File: src/rtl/synser_pkg.sv
package synser_pkg;

    localparam int unsigned FRAME_BITS = 19;

    // Phases of one frame; each lasts PHASE_CYCLES system clocks.
    typedef enum logic [2:0] {
        PH_IDLE   = 3'd0,
        PH_SETUP  = 3'd1,   // data driven, shift clock low
        PH_HIGH   = 3'd2,   // shift clock high, data held
        PH_CLEAR  = 3'd3,   // data cleared, clock still high
        PH_STB_UP = 3'd4,   // strobe raised, clock still high
        PH_CLK_DN = 3'd5    // clock dropped under strobe (commit)
    } phase_e;

    typedef struct packed {
        logic data;
        logic sclk;
        logic stb;
    } wire_set_t;

    // Line levels wanted during a given phase.
    function automatic wire_set_t drive_for(phase_e ph, logic bit_val);
        wire_set_t w;
        w = '0;
        case (ph)
            PH_SETUP: w.data = bit_val;
            PH_HIGH: begin
                w.data = bit_val;
                w.sclk = 1'b1;
            end
            PH_CLEAR: w.sclk = 1'b1;
            PH_STB_UP: begin
                w.sclk = 1'b1;
                w.stb  = 1'b1;
            end
            PH_CLK_DN: w.stb = 1'b1;
            default: w = '0;
        endcase
        return w;
    endfunction

    function automatic int unsigned cnt_width(int unsigned n);
        return (n > 1) ? $clog2(n) : 1;
    endfunction

endpackage

File: src/rtl/synser_phase_timer.sv
module synser_phase_timer #(
    parameter int unsigned PHASE_CYCLES = 4
) (
    input  logic clk,
    input  logic rst,
    input  logic restart,
    output logic expire
);
    localparam int unsigned CNT_W = synser_pkg::cnt_width(PHASE_CYCLES);
    localparam logic [CNT_W-1:0] LAST_CNT = CNT_W'(PHASE_CYCLES - 1);

    logic [CNT_W-1:0] cnt_q;

    always_ff @(posedge clk) begin
        if (rst || restart) begin
            cnt_q <= '0;
        end else if (cnt_q != LAST_CNT) begin
            cnt_q <= cnt_q + CNT_W'(1);
        end
    end

    assign expire = (cnt_q == LAST_CNT);

endmodule

File: src/rtl/synser_shifter.sv
module synser_shifter #(
    parameter int unsigned WORD_W = 19
) (
    input  logic              clk,
    input  logic              rst,
    input  logic              load,
    input  logic              shift,
    input  logic [WORD_W-1:0] word_i,
    output logic              msb_next,
    output logic              last_bit
);
    localparam int unsigned IDX_W = synser_pkg::cnt_width(WORD_W);
    localparam logic [IDX_W-1:0] LAST_IDX = IDX_W'(WORD_W - 1);

    logic [WORD_W-1:0] sh_q, sh_d;
    logic [IDX_W-1:0]  idx_q;

    always_comb begin
        sh_d = sh_q;
        if (load) begin
            sh_d = word_i;
        end else if (shift) begin
            sh_d = {sh_q[WORD_W-2:0], 1'b0};
        end
    end

    always_ff @(posedge clk) begin
        if (rst) begin
            sh_q  <= '0;
            idx_q <= '0;
        end else begin
            sh_q <= sh_d;
            if (load) begin
                idx_q <= '0;
            end else if (shift) begin
                idx_q <= idx_q + IDX_W'(1);
            end
        end
    end

    assign msb_next = sh_d[WORD_W-1];
    assign last_bit = (idx_q == LAST_IDX);

endmodule

File: src/rtl/synser_sequencer.sv
module synser_sequencer
    import synser_pkg::*;
(
    input  logic   clk,
    input  logic   rst,
    input  logic   valid_i,
    input  logic   expire_i,
    input  logic   last_bit_i,
    output phase_e state_q,
    output phase_e state_d,
    output logic   load_o,
    output logic   shift_o,
    output logic   restart_o
);
    always_comb begin
        state_d = state_q;
        load_o  = 1'b0;
        shift_o = 1'b0;
        case (state_q)
            PH_IDLE: begin
                if (valid_i) begin
                    state_d = PH_SETUP;
                    load_o  = 1'b1;
                end
            end
            PH_SETUP: if (expire_i) state_d = PH_HIGH;
            PH_HIGH: begin
                if (expire_i) begin
                    if (last_bit_i) begin
                        state_d = PH_CLEAR;
                    end else begin
                        state_d = PH_SETUP;
                        shift_o = 1'b1;
                    end
                end
            end
            PH_CLEAR:  if (expire_i) state_d = PH_STB_UP;
            PH_STB_UP: if (expire_i) state_d = PH_CLK_DN;
            PH_CLK_DN: if (expire_i) state_d = PH_IDLE;
            default:   state_d = PH_IDLE;
        endcase
    end

    assign restart_o = (state_d != state_q) || (state_q == PH_IDLE);

    always_ff @(posedge clk) begin
        if (rst) begin
            state_q <= PH_IDLE;
        end else begin
            state_q <= state_d;
        end
    end

endmodule

File: src/rtl/synser_word_serializer.sv
module synser_word_serializer
    import synser_pkg::*;
#(
    parameter int unsigned WORD_W       = FRAME_BITS,
    parameter int unsigned PHASE_CYCLES = 4
) (
    input  logic              clk,
    input  logic              rst,
    input  logic [WORD_W-1:0] word_i,
    input  logic              valid_i,
    output logic              ready_o,
    output logic              busy_o,
    output logic              ser_data_o,
    output logic              ser_clk_o,
    output logic              ser_stb_o
);
    phase_e    state_q, state_d;
    logic      load, shift, restart, expire;
    logic      msb_next, last_bit;
    wire_set_t lines_q;

    synser_sequencer u_seq (
        .clk        (clk),
        .rst        (rst),
        .valid_i    (valid_i),
        .expire_i   (expire),
        .last_bit_i (last_bit),
        .state_q    (state_q),
        .state_d    (state_d),
        .load_o     (load),
        .shift_o    (shift),
        .restart_o  (restart)
    );

    synser_phase_timer #(.PHASE_CYCLES(PHASE_CYCLES)) u_timer (
        .clk     (clk),
        .rst     (rst),
        .restart (restart),
        .expire  (expire)
    );

    synser_shifter #(.WORD_W(WORD_W)) u_shift (
        .clk      (clk),
        .rst      (rst),
        .load     (load),
        .shift    (shift),
        .word_i   (word_i),
        .msb_next (msb_next),
        .last_bit (last_bit)
    );

    // Lines are registered from the next phase so they change together
    // with the phase register and never glitch at the pins.
    always_ff @(posedge clk) begin
        if (rst) begin
            lines_q <= '0;
        end else begin
            lines_q <= drive_for(state_d, msb_next);
        end
    end

    assign ser_data_o = lines_q.data;
    assign ser_clk_o  = lines_q.sclk;
    assign ser_stb_o  = lines_q.stb;
    assign ready_o    = (state_q == PH_IDLE);
    assign busy_o     = ~ready_o;

endmodule

File: config.mk
export PLATFORM = sky130hd
export DESIGN_NAME = synser_word_serializer
export DESIGN_NICKNAME = d
export VERILOG_FILES = /design/src/rtl/synser_pkg.sv /design/src/rtl/synser_phase_timer.sv /design/src/rtl/synser_shifter.sv /design/src/rtl/synser_sequencer.sv /design/src/rtl/synser_word_serializer.sv
export SDC_FILE = /design/constraint.sdc
export NUM_CORES = 1
export LEC_CHECK = 0
export BUFFER_PORTS_ARGS = -buffer_cell sky130_fd_sc_hd__buf_2
export CAP_MARGIN = 15
export CORE_MARGIN = 1
export CORE_UTILIZATION = 54
export CTS_CLUSTER_DIAMETER = 200
export DETAILED_ROUTE_END_ITERATION = 12
export GPL_ROUTABILITY_DRIVEN = 0
export PLACE_DENSITY = 0.76
export SLEW_MARGIN = 10
export SYNTH_ARGS = -nofsm -noshare
export SYNTH_HDL_FRONTEND = slang
export SYNTH_SLANG_ARGS = --single-unit
File: constraint.sdc
create_clock -name clk -period 1.9 [get_ports clk]
set_input_delay 0.095 -clock clk [delete_from_list [all_inputs] [get_ports clk]]
set_output_delay 0.095 -clock clk [all_outputs]
set_load 0.05 [all_outputs]
==> results.md, run 1 <==
- Status: finished, final reports clean
- Crit end category: flop
- Max stage delay on crit path: between 500 and 600 ps
- Synthesized area: roughly 0.0015 mm²
- Fraction of layout cells with a size suffix above 1: 0.2139
- Num ports: 27
- Synth Area per Inst: 8.433 µm²
- Vias in the first global route: around 1100
- Max FO, Critical Path: 21
- Setup Fix Bufs, Post-CTS: 0
- WL per Instance: between 10 and 15 µm
- Initial Utilization: 0.5865
- Clock tree buffer depth: 2
- WP data required: ~2100 ps
- Clock Sinks: 32
- Largest net degree at the start of global routing: 39
- Fin crit share: 0.8656
- Die height: 54.58 µm
- Tot GR Track Use: 0.2193
- Worst path cell trace: and4bb_4 -> and2_4 -> nand2_1 -> a311oi_1
- Synth area leaders: dfxtp_1 43%, a311oi_1 11%, nand2_1 9.1%
- CP Data Arrival Time: 1860 ps
- Syn Nets: 202
- Router iterations before antenna repair: 4
- Area Overhead vs Synth: 11.90%
- Commonest cells in the netlist: 36 x nand2_1, 32 x dfxtp_1, 30 x nor2_1
- Fin. max-slew vios: 0
- FF+latch count, synth: 32
- Yosys cell types: 34
- Post_cts resized: 0
- RSZ-0062 raised after global routing: false
- HP Class: in -> reg
- Core Region: 0.002545 mm²
- CTS tree: done
- Final #Nets: around 230
- Initial DRC count: 30
- Die area: about 0.003 mm²
- Final ANT Viol Nets: 0
- Die Wd: roughly 55 µm
- Crit-path slowest cell: dfxtp_1
- Worst Skew: ~14 ps
- Post-synth ARST share: 0
- # setup viols final: 0
- Number of synthesized flops with an enable pin: 0
- DRC viols: 0
- Worst setup SP type: flop
- Dpl hpwl: between 1500 and 2000 µm
- Cell accounting for the most synthesized area: dfxtp_1
- Post-layout minimum cycle time: 1645 ps
- P per Cell Area: 775.2 mW/mm²
- Initial antenna violation count: 0
- Clock Pin Slew Worst Setup and Hold Paths: about 100 ps
- Total chip power: 1.295 mW
- CTS H-tree depth: 2
- # diodes: 0
- Final Hold Fails: 0
- Syn. warnings: 0
- Skew-Pair Late Insertion Delay: ~330 ps
- Max Freq: roughly 610 MHz
- Port-buffer cells: 26
- Max-cap violation count: 0
- CP top delay family: simple AND/OR/NAND/NOR gates
- Root buffer cell: clkbuf_4
- DR vias/cell: about 5.6
- Yosys top cell area share: 0.4292
- Vias: between 1000 and 1500
- Critical path buffers and inverters: 0
- Setup TNS: 0 ps
- Post-synthesis sequential area ratio: 0.4292
- Row Count: 18
- # fillers: ~220
- First-pass GRT wire length: around 4600 µm
- Final wirelength: approximately 3000 µm
- GRT overflow: 0
- Worst vdd ir: ~570 µV
- Leak: roughly 0.67 nW
- Actual slew at the worst max-slew pin: 486.0 ps
- Cts-stage hold buffer count: 1
- CTS buffer count: 5
- Primary FF master, synth: dfxtp_1
- Syn Inst Count: around 180
- Rel. slew slack: 0.6760
- Most frequent cell after synthesis: nand2_1
- WS Path Type: reg -> reg
[report_power, final]
part / switching (mW) / internal (mW)
Clock: 0.221 / 0.210
Combinational: 0.0786 / 0.0561
Sequential: 0.0221 / 0.707
Total: 0.322 / 0.973
[flip-flops by register name, summed over array words and instances, names as in the netlist]
signal,count
ser_clk_o,1
ser_data_o,1
ser_stb_o,1
u_seq.state_q,3
u_shift.idx_q,5
u_shift.sh_q,19
u_timer.cnt_q,2
[cell families after synthesis]
kind of cell    synth area share
flops                     0.4292
fa+ha+maj                0.02515
mux                     0.006706
buf+inv                  0.06706
simple gates              0.2900
xor+xnor                 0.02347
compound gates            0.1584
[layout by cell type, fill, tap and decap left out, drive strengths merged, types with 5 or more instances in the layout]
cell	n
a21oi	6
a311oi	18
buf	29
clkbuf	7
dfxtp	32
nand2	37
nor2	30
nor3	5
[worst register-to-register path, stage by stage, from the launching register on]
cell and delay, ps:
dfxtp_1 510, and4bb_4 320, and2_4 290, nand2_1 90
a311oi_1 310
[layout make-up]
type | instances | area (µm²) | share of cell area
inverters | 2 | 7.507 | 0.004494
flip-flops and latches | 32 | 640.6 | 0.3835
well taps | 30 | 37.54 | 0.02247
multi-input cells | 130 | 757.0 | 0.4532
clock buffers | 7 | 65.06 | 0.03895
repair buffers | 30 | 162.7 | 0.09738
[metrics by stage]
| stage | instance area [µm²] | util | hold slack (ps) | setup slack [ps] | std cells |
|---|---|---|---|---|---|
| detailed placement | 1595 | 0.6268 | 358.6 | 285.5 | 223 |
| floorplan | 1498 | - | 231.0 | 60.76 | 177 |
| CTS | 1670 | 0.6563 | 37.46 | 250.8 | 231 |
| finish | 1670 | 0.6563 | 42.47 | 255.4 | 231 |
| global placement | 1595 | 0.6268 | 354.0 | 368.2 | 223 |
| global route | 1670 | 0.6563 | 50.42 | 173.6 | 231 |
[final timing paths]
path	depth (start not counted)	slack [ps]	start	endpoint
setup / recovery	4	260	u_seq.state_q[1]	u_shift.sh_q[9]
hold / removal	3	40	word_i[7]	u_shift.sh_q[7]
setup reg to reg	4	260	u_seq.state_q[1]	u_shift.sh_q[9]
hold reg to reg	1	450	u_timer.cnt_q[0]	u_timer.cnt_q[0]
[metal layers]
layer | part of all wire | global-route usage
met4 | 0.016 | 0.07692
met5 | 0 | 0
met3 | 0.040 | 0.06667
met2 | 0.47 | 0.3476
met1 | 0.48 | 0.2795
Power figures use the tool's default switching activity.
==> run 2: changes to the inputs <==
--- a/config.mk
+++ b/config.mk
@@ -6,9 +6,9 @@
 export NUM_CORES = 1
 export LEC_CHECK = 0
 export BUFFER_PORTS_ARGS = -buffer_cell sky130_fd_sc_hd__buf_2
-export CAP_MARGIN = 15
+export CAP_MARGIN = 10
 export CORE_MARGIN = 1
-export CORE_UTILIZATION = 54
+export CORE_UTILIZATION = 55
 export CTS_CLUSTER_DIAMETER = 200
 export DETAILED_ROUTE_END_ITERATION = 12
 export GPL_ROUTABILITY_DRIVEN = 0
@@ -16,4 +16,5 @@
 export SLEW_MARGIN = 10
 export SYNTH_ARGS = -nofsm -noshare
 export SYNTH_HDL_FRONTEND = slang
+export SYNTH_HIERARCHICAL = 1
 export SYNTH_SLANG_ARGS = --single-unit
==> constraint.sdc (replaced) <==
create_clock -name clk -period 1.75 [get_ports clk]
set_input_delay 0.0875 -clock clk [delete_from_list [all_inputs] [get_ports clk]]
set_output_delay 0.0875 -clock clk [all_outputs]
set_load 0.05 [all_outputs]
==> run 2 against run 1 <==
The run now ends with setup timing left; sequential cell count unchanged; critical path depth up 4; via count up 2.6%; area after synthesis up 7.5%; power up 19%; sequential share of layout area down 6.4 points; design area up 21%; non-clock buffer count up 15; hold slack worse by 7.1 ps; worst setup slack worse by 290 ps; critical path type unchanged; critical endpoint is now ser_data_o.
==> results.md, run 2 <==
- Status: finished, violations left
- Failing checks: setup timing
- Die area: 0.003139 mm² (+5.4%)
- Finished Layout Cells: 231 (unchanged)
- Syn. warnings: 6 (+6)
- Port-buffer cells: 26 (unchanged)
- Max reg flops: 19 (unchanged)
- Root buffer cell: clkbuf_4
- Setup TNS: -79.80 ps (-79.80 ps)
- Final Instance Area: 0.002026 mm² (+21%)
- Area post-placement: 0.001792 mm² (+12%)
- Area Overhead vs Synth: 26.19%
- HP Class: in -> reg
- Largest net degree at the start of global routing: 33 (-15%)
- Critical Path End: ser_data_o
- Yosys top cell area share: 0.3991 (-0.03011)
- Tot GR Track Use: 0.2210 (+0.001698)
- Reg2Reg Depth: 8 (+4)
- Crit end category: flop
- Post-Synth Simple-Gate Area: 0.2081 (-0.08192)
- Post-layout minimum cycle time: 1789 ps (+144.1 ps)
- DR vias/cell: 5.753 (+2.6%)
- Most frequent cell after synthesis: dfxtp_1
- Number of synthesized flops with an enable pin: 0 (unchanged)
- GR Util met3: 0.07209 (+0.005426)
- Final Hold Fails: 0 (unchanged)
- Post-Synth XOR/XNOR Area: 0.01637 (-0.007102)
- # diodes: 0 (unchanged)
- CTS buffer count: 5 (unchanged)
- RSZ-0062 raised after global routing: true
- Worst setup SP type: flop
- Core Region: 0.002758 mm² (+8.4%)
- Dpl hpwl: 2116 µm (+7.1%)
- Sw Ratio: 0.2500 (+0.001564)
- FF+latch count, synth: 32 (unchanged)
- Setup crit start: u_shift/idx_q[0]
- Fin. max-slew vios: 0 (unchanged)
- Worst Skew: 7.429 ps (-6.718 ps)
- Final ANT Viol Nets: 0 (unchanged)
- Skew-Pair Late Insertion Delay: 340 ps (about the same)
- Die Wd: 56.03 µm (+2.7%)
- Multi-input gate area: 944.7 µm² (+25%)
- Clock Pin Slew Worst Setup and Hold Paths: 100 ps (about the same)
- Leak: 0.7809 nW (+16%)
- Global-route met2 utilization: 0.3554 (+0.007881)
- Synth area leaders: dfxtp_1 40%, mux2i_1 12%, a211oi_1 8.4%
- Clock power frac: 0.359 (+0.026)
- Fraction of layout cells with a size suffix above 1: 0.3900 (+0.1761)
- Syn Inst Count: 158 (-11%)
- P_sw: 0.3866 mW (+20%)
- Vias in the first global route: 1251 (+17%)
- Vias: 1329 (+2.6%)
- Clock Sinks: 32 (unchanged)
- Worst reg2reg setup slack: -40 ps (-290 ps)
- Reg2reg end: ser_data_o
- DRC viols: 0 (unchanged)
- WL per Instance: 14.14 µm (+9.6%)
- Syn Nets: 184 (-8.9%)
- Clock tree buffer depth: 2 (unchanged)
- Cell accounting for the most synthesized area: dfxtp_1
- Final wirelength: 3266 µm (+9.6%)
- Initial Utilization: 0.5821 (-0.004406)
- # fillers: 186 (-15%)
- Met1 GRT Util: 0.2734 (-0.006069)
- Main combinational cell family by area after synthesis: simple AND/OR/NAND/NOR gates
- Post-synthesis sequential area ratio: 0.3991 (-0.03011)
- Rel. slew slack: 0.5899 (-0.08616)
- CP Data Arrival Time: 1990 ps (+130 ps)
- Die height: 56.03 µm (+2.7%)
- Commonest non-fill, non-tap cell in the layout: buf_2
- Comb power frac: 0.124 (+0.020)
- Max Freq: 559.1 MHz (-8.1%)
- Fin crit share: 1.022 (+0.1565)
- WP data required: 1950 ps (-160 ps)
- Worst vdd ir: 690.6 µV (+20%)
- Actual slew at the worst max-slew pin: 615.2 ps (+129.2 ps)
- Most flops, register: u_shift/sh_q
- Yosys cell types: 40 (+18%)
- Initial antenna violation count: 0 (unchanged)
- CTS H-tree depth: 2 (unchanged)
- Max-cap violation count: 0 (unchanged)
- Commonest cells after routing, fill and taps aside: 27 x buf_2, 26 x dfxtp_1, 19 x nor2b_1
- Synthesized area: 0.001605 mm² (+7.5%)
- Primary FF master, synth: dfxtp_1
- Placed Cells: 215 (-3.6%)
- Reg power frac: 0.517 (-0.046)
- # setup viols final: 4 (+4)
- Worst r2r src: u_shift/idx_q[0]
- CTS tree: done
- Regs by FF count: u_shift/sh_q (19), u_shift/idx_q (5), u_seq/state_q (3)
- Final #Nets: 225 (-0.44%)
- Post-route setup slack: -38.68 ps (-294.1 ps)
- Adder-Cell Fraction of Synth Area: 0.03118 (+0.006030)
- Router iterations before antenna repair: 5 (+1)
- Multiplexer area fraction after synthesis: 0.1325 (+0.1258)
- Min Hold Slack: 35.40 ps (-7.071 ps)
- Max FO, Critical Path: 6 (-71%)
- FF+latch area: 648.1 µm² (+1.2%)
- Num ports: 27 (unchanged)
- Initial DRC count: 48 (+60%)
- First-pass GRT wire length: 5457 µm (+19%)
- GR peak layer: met2
- Post-synth ARST share: 0 (unchanged)
- Commonest cells in the netlist: 32 x dfxtp_1, 19 x mux2i_1, 19 x nor2b_1
- WS Path Type: reg -> reg
- P per Cell Area: 763.3 mW/mm² (-1.5%)
- GRT overflow: 0 (unchanged)
- Row Count: 19 (+1)
- Pint: 1.160 mW (+19%)
- Synth Area per Inst: 10.16 µm² (+20%)
- Synth Area in Compound Gates: 0.1496 (-0.008775)
==> run 2: changes by cell type in the layout (fill, tap and decap cells not counted), moves of 3 or more <==
cell	change
nand2_1	-30
nor2_1	-27
a311oi_1	-18
a211oi_1	+17
nor2b_1	+17
mux2i_1	+15
buf_4	+11
dfxtp_1	-6
dfxtp_2	+6
nand3_1	-3
o21ai_0	-3
==> run 2: layout make-up <==
| class | count | share of cell area |
|---|---|---|
| clock inverter | 2 | 0.01729 |
| tap | 31 | 0.01915 |
| timing repair buffer | 45 | 0.1513 |
| multi-input combinational | 112 | 0.4663 |
| clock buffer | 6 | 0.02038 |
| sequential | 32 | 0.3200 |
| inverter | 3 | 0.005559 |
==> run 2: cells by family after synthesis <==
| logic type | Yosys count |
|---|---|
| xor+xnor | 3 |
| buf+inv | 14 |
| fa+ha+maj | 4 |
| compound gates | 31 |
| flops | 32 |
| mux | 21 |
| simple gates | 53 |
==> run 2: how the worst min path moves through the flow <==
stage	slack, ps	cells past startpoint	to	startpoint
2_1_floorplan	160	1	u_seq/state_q[0]	rst
3_3_place_gp	340	3	u_shift/sh_q[0]	word_i[0]
3_5_place_dp	360	3	u_shift/sh_q[0]	word_i[0]
4_1_cts	5	3	u_shift/sh_q[0]	word_i[0]
5_1_grt	40	3	u_shift/sh_q[6]	word_i[6]
6_report	40	3	u_shift/sh_q[16]	word_i[16]
==> run 2: what timing repair did <==
item	CTS	global route
setup buffers	2	3
gates resized for setup	7	13
pin swaps	1	15
hold endpoints to repair	0	1
endpoints found under the setup margin	17	27
cloned	1	1
hold buffers	0	1
==> run 2: power groups by stage <==
stage | combinational, mW | clock (mW) | sequential [mW]
finish | 0.191 | 0.555 | 0.800
floorplan | 0.127 | 0 | 0.806
CTS | 0.183 | 0.562 | 0.795
detailed placement | 0.182 | 0 | 0.811
global placement | 0.174 | 0 | 0.808
global route | 0.211 | 0.605 | 0.805
==> run 2: per-stage QoR <==
step                      utilization  setup WS, ps  total power, mW
final                          0.7346        -38.68            1.546
after global routing           0.7346        -107.1            1.620
after CTS                      0.6983         4.464            1.540
after detailed placement       0.6497        -34.30           0.9925
after global placement         0.6497         39.77           0.9827
after floorplan                     -         28.44           0.9331
==> run 2: worst max-delay path, stage by stage (launching register included) <==
cell and delay [ps]:
dfxtp_2 350, inv_2 50, ha_4 140, nor4bb_4 150
nor4_2 270, buf_4 240, mux2i_2 240, a21oi_1 90
nor4b_1 140
==> run 2: metal layers <==
metal | part of all wire | wire length (µm)
met1 | 0.45 | 1473
met2 | 0.48 | 1577
met3 | 0.051 | 165
met4 | 0.015 | 49
met5 | 0 | 0
